<file path="config.mk">
export PLATFORM = sky130hd
export DESIGN_NAME = lamp_click_fsm
export DESIGN_NICKNAME = d
export VERILOG_FILES = /design/src/rtl/lamp_click_fsm.sv
export SDC_FILE = /design/constraint.sdc
export NUM_CORES = 1
export LEC_CHECK = 0
export ABC_AREA = 1
export BUFFER_PORTS_ARGS = -buffer_cell sky130_fd_sc_hd__buf_2
export CORE_AREA = 2 2 39 41
export DETAILED_ROUTE_END_ITERATION = 8
export DIE_AREA = 0 0 41 43
export SLEW_MARGIN = 20
export SYNTH_ARGS = -nofsm -noshare
export SYNTH_HDL_FRONTEND = slang
export SYNTH_SLANG_ARGS = --single-unit
</file>
<file path="constraint.sdc">
create_clock -name clk -period 0.8 [get_ports clk]
set_input_delay 0.08 -clock clk [delete_from_list [all_inputs] [get_ports clk]]
set_output_delay 0.08 -clock clk [all_outputs]
set_load 0.02 [all_outputs]
</file>
<file path="src/rtl/lamp_click_fsm.sv">
module lamp_click_fsm #(
  parameter bit ONE_HOT = 1'b0
) (
  input  logic       clk,
  input  logic       rst,
  input  logic       btn,
  output logic       lamp_on,
  output logic [2:0] state_code
);

  localparam int NUM_ST = 6;

  typedef enum logic [2:0] {
    S_IDLE = 3'd0,
    S_P1   = 3'd1,
    S_R1   = 3'd2,
    S_P2   = 3'd3,
    S_HOLD = 3'd4,
    S_P3   = 3'd5
  } st_t;

  st_t cur, nxt;

  always_comb begin
    nxt = cur;
    unique case (cur)
      S_IDLE:  if (btn)  nxt = S_P1;
      S_P1:    if (!btn) nxt = S_R1;
      S_R1:    if (btn)  nxt = S_P2;
      S_P2:    if (!btn) nxt = S_HOLD;
      S_HOLD:  if (btn)  nxt = S_P3;
      S_P3:    if (!btn) nxt = S_IDLE;
      default: nxt = S_IDLE;
    endcase
  end

  generate
    if (ONE_HOT) begin : g_oh
      logic [NUM_ST-1:0] oh;

      always_ff @(posedge clk or posedge rst)
        if (rst) oh <= NUM_ST'(1);
        else     oh <= NUM_ST'(1) << nxt;

      always_comb begin
        cur = S_IDLE;
        for (int i = 0; i < NUM_ST; i++)
          if (oh[i]) cur = st_t'(3'(i));
      end


      onehot_reg_chk: assert property (@(posedge clk) disable iff (rst)
        $countones(oh) == 1);
    end else begin : g_bin
      st_t q;

      always_ff @(posedge clk or posedge rst)
        if (rst) q <= S_IDLE;
        else     q <= nxt;

      assign cur = q;
    end
  endgenerate

  assign lamp_on    = (cur == S_P2) || (cur == S_HOLD);
  assign state_code = cur;


  code_range_chk: assert property (@(posedge clk) disable iff (rst)
    state_code <= 3'd5);


  step_order_chk: assert property (@(posedge clk) disable iff (rst)
    (state_code != $past(state_code)) |->
      (state_code == (($past(state_code) == 3'd5) ? 3'd0 : $past(state_code) + 3'd1)));


  press_hold_chk: assert property (@(posedge clk) disable iff (rst)
    (btn && state_code[0]) |=> $stable(state_code));


  release_hold_chk: assert property (@(posedge clk) disable iff (rst)
    (!btn && !state_code[0]) |=> $stable(state_code));


  lamp_rise_chk: assert property (@(posedge clk) disable iff (rst)
    $rose(lamp_on) |-> ($past(state_code) == 3'd2));


  lamp_fall_chk: assert property (@(posedge clk) disable iff (rst)
    $fell(lamp_on) |-> (state_code == 3'd5));

endmodule

</file>
======== After elaboration in Yosys (flattened, before gate mapping) ========
Index checks and enable logic that the tools add are counted.
word-level totals
  word-level logic and storage cells ...... 22
  input bits .............................. 3
  output and inout port bits .............. 4
  bits in registers ....................... 3
cells by class
  muxes and demuxes ....................... 7
  reduce and logical (&&, ||, !) cells .... 3
  equality and inequality tests ........... 11
operator list
  operator            number
  $mux 3              6
  $pmux 3 s6          1
  $ne 2x2->1 const B  6
  $eq 3x2->1 const B  2
  $eq 3x3->1 const B  2
  $reduce_and 6->1    1
  $eq 3x1->1 const B  1
  $logic_not 3->1     1
  $logic_or 1x1->1    1

======== Longest topological paths before layout ========
  depth after elaboration ................. 3
  mapped depth ............................ 5
  gate-level depth less buffers ........... 5

======== Least setup slack after synthesis ========
No wires, ideal clock.
  path kind ............................... register to output
  start point ............................. register g_bin.q[1], in the netlist state_code[1]
  end point ............................... output lamp_on
  buffers on the path ..................... 0
  slack ................................... -0.378 ns
  arrival time ............................ 1.098 ns
  cell stages (with the launch flop) ...... 4
  required time ........................... 0.720 ns
  cell sequence ........................... dfrtp_1 > inv_2 > nand2_1 > o21ai_0
between the ends
  cells in the longest elaborated chain, start to end .. 2
  elaborated cells between the ends (all ways) .. 3
  classes of those cells .................. eq/ne: 2; reduce/logical: 1
RTL lines
  item                                             RTL line  source
  from (decl)                                      55        st_t q;
  from (signal assigned)                           59        else q <= nxt;
  $eq 3x2->1 / $eq 3x3->1 (equally long branches)  65        assign lamp_on = (cur == S_P2) || (cur == S_HOLD);
  $logic_or 1x1->1 *                               65
  to (decl)                                        7         output logic lamp_on,
Every way passes the cells marked *; elsewhere a longest branch is shown, timed or not.

======== Worst setup path in the final report ========
Same ends and word-level chain as after synthesis.

==> metrics.txt <==
status=finished with violations; failing checks=negative setup slack; final WL=404 um; largest net degree at the start of global routing=5; Die Width=just over 40 um; Worst setup SP type=flop; port bufs=6; Final min period=1.087 ns; P_sw=slightly below 0.5 mW; worst setup path end=lamp_on; wire length of the first global-routing pass=about 740 um; non-filler cells, final=56; launch point of the worst path=state_code[1]; Syn Inst Count=23; Cells after DPL=48; register with the most flip-flops=state_code; CTS Sinks=3; met2 GRT Util=0.1125; GR Layer Usage met1=0.04473; Clk pwr share=0.201; CTS tree=built; Mapped Avg Cell Area=6.909 um2; length of the first detailed-routing pass in iterations=1; Vias per Instance=between 3 and 4; initial antenna violation count=0; clk_skew=between 0.0009 and 0.001 ns; Worst Setup Slack, final=-0.2874 ns; Seq/Total Area, Yosys=0.4724; max FFs per register=3; DIE HEIGHT=between 40 and 50 um; Mapped Nets=26; FMAX=around 900 MHz; routed via count=201; Worst-Margin Slew=0.1544 ns; share of cells above drive strength 1=0.6750; total grt overflow=0; Tot GR Track Use=0.06513; CTS H-tree depth=1; max-cap viol count=0; switching share of power=0.3799; n_diodes=0; r2r endpoint=state_code[2]; CTS root buf=clkbuf_4; worst reg-to-reg path cell count=6; VDD IR max=about 0.66 mV; CTS Buffer Depth=2; top flop regs=state_code x3; PwrDens=about 3800 nW/um2; final count of hold timing violations=0; RR Startpoint=state_code[1]; P_leak=about 0.18 nW; per-cell routed wire length=around 7.2 um; worst min-delay path category=in2reg; Worst Setup End Kind=output port; final period utilization=1.359; Final Max Slew Viols=0; warning count from the yosys run=0; gr busiest metal=met2; drt first-iter violations=0; Starting Density=0.1148; Crit Path Category=reg2out; Final Power=approximately 1.3 mW; DP HPWL=between 200 and 300 um; r2r setup slk=-0.20 ns; RSZ-0062 raised after global routing=true; clock slew at reported path FFs=around 0.030 ns; Clock Latency Late Sink=around 0.23 ns; Synth cell types=9; Logic pwr share=0.577; vias in the first global route=between 200 and 250; Crit path required time=slightly above 0.7 ns; Detail Route Antenna Nets=0; core area=around 1400 um2; TritonCTS Buffers=3; worst hold stages=5; # nets final=44; critical path arrival=approximately 1.0 ns; Core Rows=14; internal power=0.8037 mW; slew margin rel.=0.8970; die area=~1800 um2; Final Setup Violations=7; crit-path max FO=3; synthesized area=158.9 um2; Boundary Pins=7; M3 GR Usage=0.04712; DR DRC count=0; most frequent cells in the layout=nand2_1 (6), buf_4 (6), buf_6 (4); Seq cells post-synth=3; Seq pwr share=0.222; area grow syn2layout=117.3%; GPL Wtd Cong=0.6192
## stage by stage
step	hold WS, ns	setup slack (ns)	utilization	TNS (ns)	cell area (um2)
detailed placement	-0.05230	-0.09995	0.1799	-0.2198	249.0
global placement	-0.05555	-0.08343	0.1799	-0.1899	249.0
finish	0.1416	-0.2874	0.2495	-1.231	345.3
floorplan	-0.1663	-0.05635	-	-0.07375	176.4
global route	0.1592	-0.3437	0.2495	-1.561	345.3
CTS	0.1386	-0.2987	0.2468	-1.297	341.6
## worst max-delay path: stages, from the launching register on
cell and delay, ns:
dfrtp_2 0.42, inv_2 0.06, nand2_2 0.06, o21ai_4 0.12, buf_6 0.13
## layer usage
layer	vias up	share of wire
li1	102	-
met3	0	0.062
met4	0	0
met5	-	0
met1	90	0.35
met2	9	0.58
## cells in the mapped netlist, drive strengths merged
library cell  n  area share
nor2          2       0.063
nand2         7        0.17
nand3         2       0.063
o21ai         1       0.031
a21oi         2       0.063
inv           6        0.14
dfrtp         3        0.47
## area by class of cell
cell class / instances / area, um2
clock buffer: 4 / 26.28
fill: 159 / 1039
inverter: 6 / 22.52
multi-input combinational: 14 / 87.58
sequential: 3 / 78.83
tap: 16 / 20.02
timing repair buffer: 13 / 110.1
## repair_timing
item	4_1_cts	5_1_grt
resized for setup	10	2
hold endpoints to repair	3	0
buffers inserted	3	0
hold buffers	1	0
setup endpoints to repair	6	7
## power by group through the flow
stage / Sequential, mW / Combinational [mW] / Clock [mW]
floorplan: 0.368 / 0.221 / 0
detailed placement: 0.294 / 0.515 / 0
CTS: 0.285 / 0.740 / 0.276
finish: 0.288 / 0.747 / 0.261
global route: 0.297 / 0.826 / 0.294
global placement: 0.291 / 0.509 / 0
## how the worst min path moves through the flow
stage                    endpoint  startpoint  slack (ns)
global placement    state_code[0]         rst       -0.06
global route        state_code[2]         btn        0.16
detailed placement  state_code[0]         rst       -0.05
floorplan           state_code[0]         rst       -0.17
CTS                 state_code[2]         btn        0.14
finish              state_code[2]         btn        0.14
## logic make-up after synthesis
family	count (synthesis)	share of synthesized area
and+or+nand+nor	11	0.2914
buffers and inverters	6	0.1417
DFF	3	0.4724
AOI/OAI and AO/OA	3	0.09446
No activity file was read; power rests on OpenSTA's default activity.
